[src/rtl/i2c_cmdq_pkg.sv]
// Package: register offsets and command-word layout shared by the queue port.
// Assumes a word-addressed register window of eight slots.
package i2c_cmdq_pkg;
    localparam int REG_AW     = 3;
    localparam int CMD_RD_BIT = 8;   // transmit word bit marking a read request
    localparam int CMD_W      = 9;   // read flag + byte

    typedef enum logic [REG_AW-1:0] {
        RA_DATA   = 3'd0,
        RA_TXLVL  = 3'd1,
        RA_RXLVL  = 3'd2,
        RA_TXTHR  = 3'd3,
        RA_RXTHR  = 3'd4,
        RA_ENABLE = 3'd5,
        RA_PARAM  = 3'd6
    } reg_addr_e;
endpackage

[src/rtl/i2c_cmdq_fifo.sv]
// Synchronous FIFO with an entry count, a flush input and a head that can be read without popping.
// Assumes: a push while full and a pop while empty are ignored; flush takes priority over both.
module i2c_cmdq_fifo #(
    parameter int W     = 8,
    parameter int DEPTH = 8,
    localparam int LVL_W = $clog2(DEPTH + 1),
    localparam int PTR_W = (DEPTH > 1) ? $clog2(DEPTH) : 1
) (
    input  logic             clk,
    input  logic             rst_n,
    input  logic             flush,
    input  logic             push,
    input  logic [W-1:0]     push_data,
    input  logic             pop,
    output logic [W-1:0]     head,
    output logic [LVL_W-1:0] level,
    output logic             full,
    output logic             empty
);
    logic [W-1:0]     mem [DEPTH];
    logic [PTR_W-1:0] wr_ptr, rd_ptr;
    logic [LVL_W-1:0] count;
    logic             do_push, do_pop;

    function automatic logic [PTR_W-1:0] step(input logic [PTR_W-1:0] p);
        return (p == PTR_W'(DEPTH - 1)) ? '0 : p + 1'b1;
    endfunction

    assign full    = (count == LVL_W'(DEPTH));
    assign empty   = (count == '0);
    assign do_push = push && !full && !flush;
    assign do_pop  = pop && !empty && !flush;
    assign level   = count;
    assign head    = mem[rd_ptr];

    // Storage write for accepted pushes.
    always_ff @(posedge clk) begin
        if (do_push) mem[wr_ptr] <= push_data;
    end

    // Pointer and count update; reset and flush both empty the queue.
    always_ff @(posedge clk) begin
        if (!rst_n || flush) begin
            wr_ptr <= '0;
            rd_ptr <= '0;
            count  <= '0;
        end else begin
            if (do_push) wr_ptr <= step(wr_ptr);
            if (do_pop)  rd_ptr <= step(rd_ptr);
            case ({do_push, do_pop})
                2'b10:   count <= count + 1'b1;
                2'b01:   count <= count - 1'b1;
                default: count <= count;
            endcase
        end
    end
endmodule

[src/rtl/i2c_cmdq_cfg.sv]
// Configuration registers: the two level thresholds and the enable bit.
// Assumes the write strobe and the address are qualified by the caller; the upper threshold bits are dropped.
module i2c_cmdq_cfg
    import i2c_cmdq_pkg::*;
#(
    parameter int TX_LW = 4,
    parameter int RX_LW = 4
) (
    input  logic              clk,
    input  logic              rst_n,
    input  logic              wr,
    input  logic [REG_AW-1:0] addr,
    input  logic [31:0]       wdata,
    output logic [TX_LW-1:0]  tx_thr,
    output logic [RX_LW-1:0]  rx_thr,
    output logic              en
);
    // Capture register writes; reset clears thresholds and enable.
    always_ff @(posedge clk) begin
        if (!rst_n) begin
            tx_thr <= '0;
            rx_thr <= '0;
            en     <= 1'b0;
        end else if (wr) begin
            case (reg_addr_e'(addr))
                RA_TXTHR:  tx_thr <= wdata[TX_LW-1:0];
                RA_RXTHR:  rx_thr <= wdata[RX_LW-1:0];
                RA_ENABLE: en     <= wdata[0];
                default:   ;
            endcase
        end
    end
endmodule

[src/rtl/i2c_cmdq_evt.sv]
// Registers single-cycle error conditions into one-cycle event pulses for the interrupt unit.
// Assumes every input is already a single-cycle condition.
module i2c_cmdq_evt #(
    parameter int N = 3
) (
    input  logic         clk,
    input  logic         rst_n,
    input  logic [N-1:0] cond,
    output logic [N-1:0] pulse
);
    // One register stage per event.
    always_ff @(posedge clk) begin
        if (!rst_n) pulse <= '0;
        else        pulse <= cond;
    end
endmodule

[src/rtl/i2c_cmdq_port.sv]
// Top level of the I2C master queue port. It joins the transmit command FIFO, the receive byte FIFO,
// the configuration registers and the event pulses behind one register window.
// Assumes at most one strobe (read or write) per cycle from the register side.
module i2c_cmdq_port
    import i2c_cmdq_pkg::*;
#(
    parameter int TX_DEPTH = 8,
    parameter int RX_DEPTH = 8
) (
    input  logic              clk,
    input  logic              rst_n,
    input  logic              reg_wr,
    input  logic              reg_rd,
    input  logic [REG_AW-1:0] reg_addr,
    input  logic [31:0]       reg_wdata,
    output logic [31:0]       reg_rdata,
    output logic              eng_cmd_valid,
    output logic              eng_cmd_rd,
    output logic [7:0]        eng_cmd_data,
    input  logic              eng_cmd_pop,
    input  logic              eng_rx_push,
    input  logic [7:0]        eng_rx_data,
    input  logic              eng_abort,
    output logic              evt_tx_empty,
    output logic              evt_rx_full,
    output logic              evt_tx_over,
    output logic              evt_rx_over,
    output logic              evt_rx_under
);
    localparam int TX_LW = $clog2(TX_DEPTH + 1);
    localparam int RX_LW = $clog2(RX_DEPTH + 1);
    localparam logic [31:0] PARAM_WORD = {8'h00, 8'(TX_DEPTH - 1), 8'(RX_DEPTH - 1), 8'h00};

    logic             dp_wr, dp_rd, flush, en_q;
    logic [CMD_W-1:0] tx_word, tx_head;
    logic [TX_LW-1:0] tx_level, tx_thr;
    logic [RX_LW-1:0] rx_level, rx_thr;
    logic             tx_full, tx_empty, rx_full, rx_empty;
    logic [7:0]       rx_head;
    logic [2:0]       err_now, err_q;

    assign dp_wr = reg_wr && (reg_addr == RA_DATA);
    assign dp_rd = reg_rd && (reg_addr == RA_DATA);
    assign flush = eng_abort || !en_q;

    // Build the transmit word: a read request carries no payload.
    always_comb begin
        tx_word = '0;
        tx_word[CMD_RD_BIT] = reg_wdata[CMD_RD_BIT];
        if (!reg_wdata[CMD_RD_BIT]) tx_word[7:0] = reg_wdata[7:0];
    end

    i2c_cmdq_cfg #(.TX_LW(TX_LW), .RX_LW(RX_LW)) u_cfg (
        .clk(clk), .rst_n(rst_n), .wr(reg_wr), .addr(reg_addr), .wdata(reg_wdata),
        .tx_thr(tx_thr), .rx_thr(rx_thr), .en(en_q)
    );

    i2c_cmdq_fifo #(.W(CMD_W), .DEPTH(TX_DEPTH)) u_txq (
        .clk(clk), .rst_n(rst_n), .flush(flush), .push(dp_wr), .push_data(tx_word),
        .pop(eng_cmd_pop), .head(tx_head), .level(tx_level), .full(tx_full), .empty(tx_empty)
    );

    i2c_cmdq_fifo #(.W(8), .DEPTH(RX_DEPTH)) u_rxq (
        .clk(clk), .rst_n(rst_n), .flush(flush), .push(eng_rx_push), .push_data(eng_rx_data),
        .pop(dp_rd), .head(rx_head), .level(rx_level), .full(rx_full), .empty(rx_empty)
    );

    // Error conditions of this cycle: tx overflow, rx overflow, rx underflow.
    always_comb begin
        err_now[0] = dp_wr && tx_full && !flush;
        err_now[1] = eng_rx_push && rx_full && !flush;
        err_now[2] = dp_rd && rx_empty;
    end

    i2c_cmdq_evt #(.N(3)) u_evt (.clk(clk), .rst_n(rst_n), .cond(err_now), .pulse(err_q));

    assign evt_tx_over  = err_q[0];
    assign evt_rx_over  = err_q[1];
    assign evt_rx_under = err_q[2];
    assign evt_tx_empty = (tx_level <= tx_thr);
    assign evt_rx_full  = (rx_level > rx_thr);

    assign eng_cmd_valid = !tx_empty;
    assign eng_cmd_rd    = tx_head[CMD_RD_BIT];
    assign eng_cmd_data  = tx_head[7:0];

    // Read-data multiplexer; an empty receive FIFO reads as zero.
    always_comb begin
        reg_rdata = '0;
        case (reg_addr_e'(reg_addr))
            RA_DATA:   reg_rdata = rx_empty ? 32'd0 : 32'(rx_head);
            RA_TXLVL:  reg_rdata = 32'(tx_level);
            RA_RXLVL:  reg_rdata = 32'(rx_level);
            RA_TXTHR:  reg_rdata = 32'(tx_thr);
            RA_RXTHR:  reg_rdata = 32'(rx_thr);
            RA_ENABLE: reg_rdata = 32'(en_q);
            RA_PARAM:  reg_rdata = PARAM_WORD;
            default:   reg_rdata = '0;
        endcase
    end
endmodule

[config.mk]
export PLATFORM = sky130hd
export DESIGN_NAME = i2c_cmdq_port
export DESIGN_NICKNAME = d
export VERILOG_FILES = /design/src/rtl/i2c_cmdq_pkg.sv /design/src/rtl/i2c_cmdq_fifo.sv /design/src/rtl/i2c_cmdq_cfg.sv /design/src/rtl/i2c_cmdq_evt.sv /design/src/rtl/i2c_cmdq_port.sv
export SDC_FILE = /design/constraint.sdc
export NUM_CORES = 1
export LEC_CHECK = 0
export BUFFER_PORTS_ARGS = -buffer_cell sky130_fd_sc_hd__buf_4
export CAP_MARGIN = 20
export CORE_UTILIZATION = 40
export DETAILED_ROUTE_END_ITERATION = 10
export MAX_ROUTING_LAYER = met4
export SKIP_CTS_REPAIR_TIMING = 1
export SLEW_MARGIN = 10
export SYNTH_ARGS = -nofsm -noshare
export SYNTH_HDL_FRONTEND = slang
export SYNTH_HIERARCHICAL = 1
export SYNTH_SLANG_ARGS = --single-unit
export TNS_END_PERCENT = 20
[constraint.sdc]
create_clock -name clk -period 7.3 [get_ports clk]
set_clock_uncertainty 0.1 [all_clocks]
set_input_delay 0.365 -clock clk [delete_from_list [all_inputs] [get_ports clk]]
set_output_delay 0.365 -clock clk [all_outputs]
set_load 0.02 [all_outputs]
; Yosys cells after proc, flatten, opt, wreduce, memory -nomap -nowiden
; Memories as Yosys holds them, arrays and structs flattened. A register that Yosys moved wholly into a read port is not among the register bits.
; Index checks and enable logic that the tools add are counted.
[classes]
addsub = 8
n_lt_le_gt_ge = 2
eq_ne = 16
n_mux = 17
n_reduce_logical = 32
[op_table]
columns = cell, count
row1 = case mux 19 bit (7 select lines), 1
row2 = two-way mux 3 bit, 8
row3 = "equality test 3 bit, second input constant", 7
row4 = two-way mux 8 bit, 2
row5 = case mux 4 bit (2 select lines), 2
row6 = logical AND 1 bit, 15
row7 = "adder 3 x 1 -> 3 bit, second input constant", 4
row8 = "adder 4 x 1 -> 4 bit, second input constant", 2
row9 = "equality test 4 bit, second input constant", 2
row10 = zero test 4 bit, 2
row11 = "subtractor 4 x 1 -> 4 bit, second input constant", 2
row12 = zero test 1 bit, 7
row13 = "equality test 3 x 2 -> 1 bit, second input constant", 2
row14 = AND reduction 2 bit, 3
row15 = "equality test 2 x 1 -> 1 bit, second input constant", 2
row16 = "equality test 2 bit, second input constant", 2
row17 = > comparator 4 bit, 1
row18 = less-or-equal comparator 4 bit, 1
row19 = two-way mux 1 bit, 4
row20 = nonzero test 2 bit, 2
row21 = "equality test 3 x 1 -> 1 bit, second input constant", 1
row22 = zero test 3 bit, 1
row23 = logical OR 1 bit, 2
[totals]
register_bits = 32
ram_bits = 136
input_bits = 50
elab_cells = 87
n_memories = 2
[memory_table]
columns = memory, words, width, rd, rd_ports_with_merged_regs, wr, line
row1 = u_txq.mem, 8, 9, 1, 1, 1, i2c_cmdq_fifo.sv:20  ; logic [W-1:0] mem [DEPTH];
row2 = u_rxq.mem, 8, 8, 1, 1, 1, i2c_cmdq_fifo.sv:20

; Longest topological paths before layout
[logic_depth]
ltp_word = 6
ltp_mapped = 12
ltp_nobuf = 11

; Modules after synthesis
; The synthesis kept the hierarchy.
[by_module_without_submodules]
columns = module, instances, cells_each, area_each_um2, seq_area_each_um2
row1 = i2c_cmdq_fifo (u_txq), 1, 185, 3399.5, 2422.3
row2 = i2c_cmdq_fifo (u_rxq), 1, 174, 3103.0, 2182.1
row3 = i2c_cmdq_port, 1, 102, 745.7, 0.0
row4 = i2c_cmdq_cfg, 1, 37, 365.4, 180.2
row5 = i2c_cmdq_evt, 1, 6, 78.8, 60.1

; Worst setup path before layout
; OpenSTA, ideal clock, no wires.
[synth_path]
path_kind = input port to flip-flop
startpoint = in reg_addr[0]
endpoint = mem u_txq/mem[0][0] (netlist name), enable pin
setup_ps = 399
t_arrival_ps = 2306
slack_ps = 4495
cell_stages = 6
path_buffers = 2
path_cell_list = buf_4 nor3_1 and2_1 or3b_1 buf_2 nor4_1
[synth_between]
elab_chain_len = 6
[synth_rtl]
columns = item, line
row1 = "start, declared", i2c_cmdq_port.sv:14  ; input logic [REG_AW-1:0] reg_addr,
row2 = zero test 3 bit, i2c_cmdq_port.sv:42  ; assign dp_wr = reg_wr && (reg_addr == RA_DATA);
row3 = logical AND 1 bit, i2c_cmdq_port.sv:42
row4 = via dp_wr, i2c_cmdq_port.sv:34  ; logic dp_wr, dp_rd, flush, en_q;
row5 = logical AND 1 bit (2 in a row), i2c_cmdq_fifo.sv:31  ; assign do_push = push && !full && !flush;
row6 = two-way mux 1 bit, i2c_cmdq_fifo.sv:38  ; if (do_push) mem[wr_ptr] <= push_data;
row7 = two-way mux 1 bit (not written as such), i2c_cmdq_fifo.sv:38
row8 = "end, declared", i2c_cmdq_fifo.sv:20
; The timed path passes the listed nets, and every way through them passes these cells.

; Worst setup path in the final report
[layout_path]
startpoint = reg u_cfg.en
endpoint = reg u_txq.count[2] (netlist: u_txq/level[2])
[layout_between]
elab_chain_len = 6
[layout_rtl]
columns = item, line
row1 = "start, declared", i2c_cmdq_cfg.sv:16  ; output logic en
row2 = "start signal, assigned", i2c_cmdq_cfg.sv:28  ; RA_ENABLE: en <= wdata[0];
row3 = zero test 1 bit (*), i2c_cmdq_port.sv:44  ; assign flush = eng_abort || !en_q;
row4 = logical OR 1 bit (*), i2c_cmdq_port.sv:44
row5 = via flush, i2c_cmdq_port.sv:34
row6 = zero test 1 bit, "i2c_cmdq_fifo.sv:31, i2c_cmdq_fifo.sv:32"
row7 = logical AND 1 bit (on tied branches), "i2c_cmdq_fifo.sv:32, i2c_cmdq_fifo.sv:31"
row8 = equality test 2 x 1 -> 1 bit or equality test 2 bit (tied branches), i2c_cmdq_fifo.sv:50  ; case ({do_push, do_pop})
row9 = case mux 4 bit (2 select lines) or nonzero test 2 bit (tied branches), --
row10 = "end signal, assigned", i2c_cmdq_fifo.sv:51  ; 2'b10: count <= count + 1'b1;
row11 = "end signal, assigned", i2c_cmdq_fifo.sv:52  ; 2'b01: count <= count - 1'b1;
row12 = "end signal, assigned", i2c_cmdq_fifo.sv:53  ; default: count <= count;
row13 = "end, declared", i2c_cmdq_fifo.sv:22  ; logic [LVL_W-1:0] count;
; Mark *: on every way through the listed nets, which the timed path passes. The rest lies on a longest branch.
; A chain may end at the register's enable or synchronous reset.

==> metrics.md <==
| Metric | Value |
|---|---|
| Outcome | `finished, final reports clean` |
| Crit share post-route | `44.0%` |
| Post-layout util | `47.1%` |
| Distinct cells, synth | `45` |
| VDD IR max | `0.000188 V` |
| Worst Path Required | `7.55 ns` |
| Hold Startpoint | `eng_rx_data[4]` |
| Commonest non-fill, non-tap cells in the layout | `136 x edfxtp_1, 62 x buf_4, 38 x dfxtp_1` |
| CTS Buffer Depth | `2` |
| Register area share after synthesis | `63.0%` |
| Routed WL | `15000 um` |
| Slew margin rel. | `31.8%` |
| Overall routing resource usage | `16.6%` |
| ANT nets after route | `0` |
| Fmax | `312 MHz` |
| Pwr dens | `225 nW/um^2` |
| DR DRC count | `0` |
| Post-synth top area share | `53.1%` |
| Area delta synth->final | `14.8%` |
| Yosys top cell by area | `edfxtp_1` |
| Actual slew at the worst max-slew pin | `1.02 ns` |
| Mean Syn Cell Area | `15.3 sq um` |
| IO Port Bufs | `55` |
| TritonCTS Sinks | `174` |
| R2r setup slk | `4.09 ns` |
| Clk root buf | `clkbuf_16` |
| Layout cells sized above 1 | `26.8%` |
| Max Cap Viol | `0` |
| Dpl hpwl | `9780 um` |
| Drt via density | `5.32` |
| Tmin final | `3.21 ns` |
| Largest net degree at the start of global routing | `21` |
| Crit Path Class | `register to register` |
| Layout Nets | `628` |
| Die height | `141 um` |
| Clk_lat worst skew | `0.43 ns` |
| Clock transition at the registers of the reported paths | `0.07 ns` |
| Max Slew Vio Count | `0` |
| Final setup fails | `0` |
| GPL Wtd Cong | `0.801` |
| Remaining Overflow, GRT | `0` |
| Design Area, Final | `8830 sq um` |
| Placeable Area | `18800 sq um` |
| Die footprint | `19800 sq um` |
| H-tree depth | `4` |
| CTS buffer count | `17` |
| Commonest non-fill, non-tap cell in the layout | `edfxtp_1` |
| CP endpoint kind | `register` |
| Fin Setup TNS | `0 ns` |
| First-pass GRT wire length | `23500 um` |
| Vias | `4259` |
| Area contributors post-synth | `edfxtp_1 53%, mux4_2 10%, dfxtp_1 9.9%` |
| Chip Width | `141 um` |
| Drt pass-1 iters | `4` |
| Number of global-route vias before repair | `4171` |
| Cell row count | `50` |
| Detailed Route Iter0 Violations | `298` |
| CTS tree | `yes` |
| Yosys warnings | `6` |
| Worst Setup Start Kind | `register` |
| Max FO, Critical Path | `10` |
| Reg-to-reg startpoint | `u_cfg/en` |
| Post-Synthesis Cells | `504` |
| Num ports | `97` |
| Min-delay worst type | `primary input to register` |
| Cell area after technology mapping | `7690 sq um` |
| RSZ-0062 raised after global routing | `false` |
| Starting Density | `41.0%` |
| Post-synthesis register bit count | `174` |
| WL per Instance | `18.8 um` |
| Leak | `3.00 nW` |
| Hold Vio Cnt, Final | `0` |
| DP Area | `8280 sq um` |
| Antenna diodes | `0` |
| Initial antenna violation count | `0` |
| CP arrival | `3.46 ns` |
| Worst setup startpoint | `u_cfg/en` |
==> worst paths after layout <==
| check | end | cells after the start |
|---|---|---|
| max reg2reg | u_txq/level[2] | 10 |
| max | u_txq/level[2] | 10 |
| min | u_rxq/mem[3][4] | 1 |
| min reg2reg | u_cfg/tx_thr[2] | 2 |
==> sequential cells by signal, summed over array words and instances (netlist names), named ones only <==
name	count
u_txq/rd_ptr	3
u_txq/mem	72
u_cfg/en	1
u_cfg/tx_thr	4
u_txq/level	4
u_rxq/rd_ptr	3
u_cfg/rx_thr	4
u_rxq/wr_ptr	3
u_evt/pulse	3
u_rxq/level	4
u_rxq/mem	64
u_txq/wr_ptr	3
==> layer usage <==
metal  share of wire (%)  global-route usage [%]  up-vias
li1                    -                       -     1985
met1                  45                    20.4     2171
met2                  50                    26.5       89
met3                 3.3                    3.77       14
met5                   0                       -        -
met4                 1.6                    6.64        0
==> cell usage after synthesis (all sizes together) <==
| cell type | number |
|---|---|
| edfxtp | 136 |
| buf | 39 |
| dfxtp | 38 |
| mux4 | 34 |
| a21oi | 22 |
| ha | 22 |
| nor2 | 22 |
| mux2i | 21 |
| nand2 | 21 |
| mux2 | 17 |
| nor2b | 17 |
| nor3 | 13 |
| inv | 12 |
| nand2b | 11 |
| and2 | 9 |
| nand3b | 9 |
| clkbuf | 8 |
| or3b | 6 |
| xor2 | 6 |
| nor4 | 5 |
| nor4b | 4 |
| o21ai | 4 |
| o41ai | 4 |
| or3 | 4 |
| a211o | 3 |
| and3 | 3 |
| nor4bb | 2 |
| a21o | 1 |
| a221o | 1 |
| and3b | 1 |
| and4 | 1 |
| and4b | 1 |
| and4bb | 1 |
| conb | 1 |
| nand4 | 1 |
| nand4b | 1 |
| nor3b | 1 |
| o211a | 1 |
| o211ai | 1 |
==> area by class of cell <==
class	instances	area, sq um
clock inverter	13	130
clock buffer	17	425
fill	1624	9940
multi-input combinational	288	2600
tap	234	293
inverter	12	45.0
sequential	174	4840
timing repair buffer	63	493
==> where the power goes <==
group	internal [mW]	total (mW)	switching, mW	leakage, nW
Sequential	1.07	1.07	0.00107	1.49
Combinational	0.0200	0.0572	0.0372	1.24
Clock	0.475	0.858	0.383	0.273
==> logic make-up (layout without fill, tap and decap cells) <==
family / Yosys count / count (layout) / synth area share (%)
muxes: 72 / 72 / 15.2
adders and majority gates: 22 / 22 / 3.58
buffers and inverters: 59 / 105 / 4.38
and+or+nand+nor: 133 / 133 / 10.2
AOI/OAI and AO/OA: 37 / 37 / 2.94
xor gates and xnor gates: 6 / 6 / 0.683
DFF: 174 / 174 / 63.0
other: 1 / 18 / 0.0487
==> through the flow <==
stage,worst slack [ns],hold WS (ns),std cells,power [mW]
final,4.09,0.0648,801,1.98
after global routing,3.86,0.0542,801,2.05
after CTS,4.06,0.0432,801,2.00
after detailed placement,3.97,0.374,771,1.15
after global placement,4.09,0.366,770,1.14
after floorplan,4.49,0.347,521,1.13
==> critical path, cell delays in order, from the launching register on <==
cell,delay (ns)
dfxtp_1,0.35
nor2b_1,0.35
inv_1,0.28
or3b_1,0.62
ha_1,0.36
xor2_1,0.17
ha_1,0.19
a21oi_1,0.15
xor2_1,0.10
or3_1,0.31
a21oi_1,0.14
Note: power is estimated with default switching activity, not from simulation.
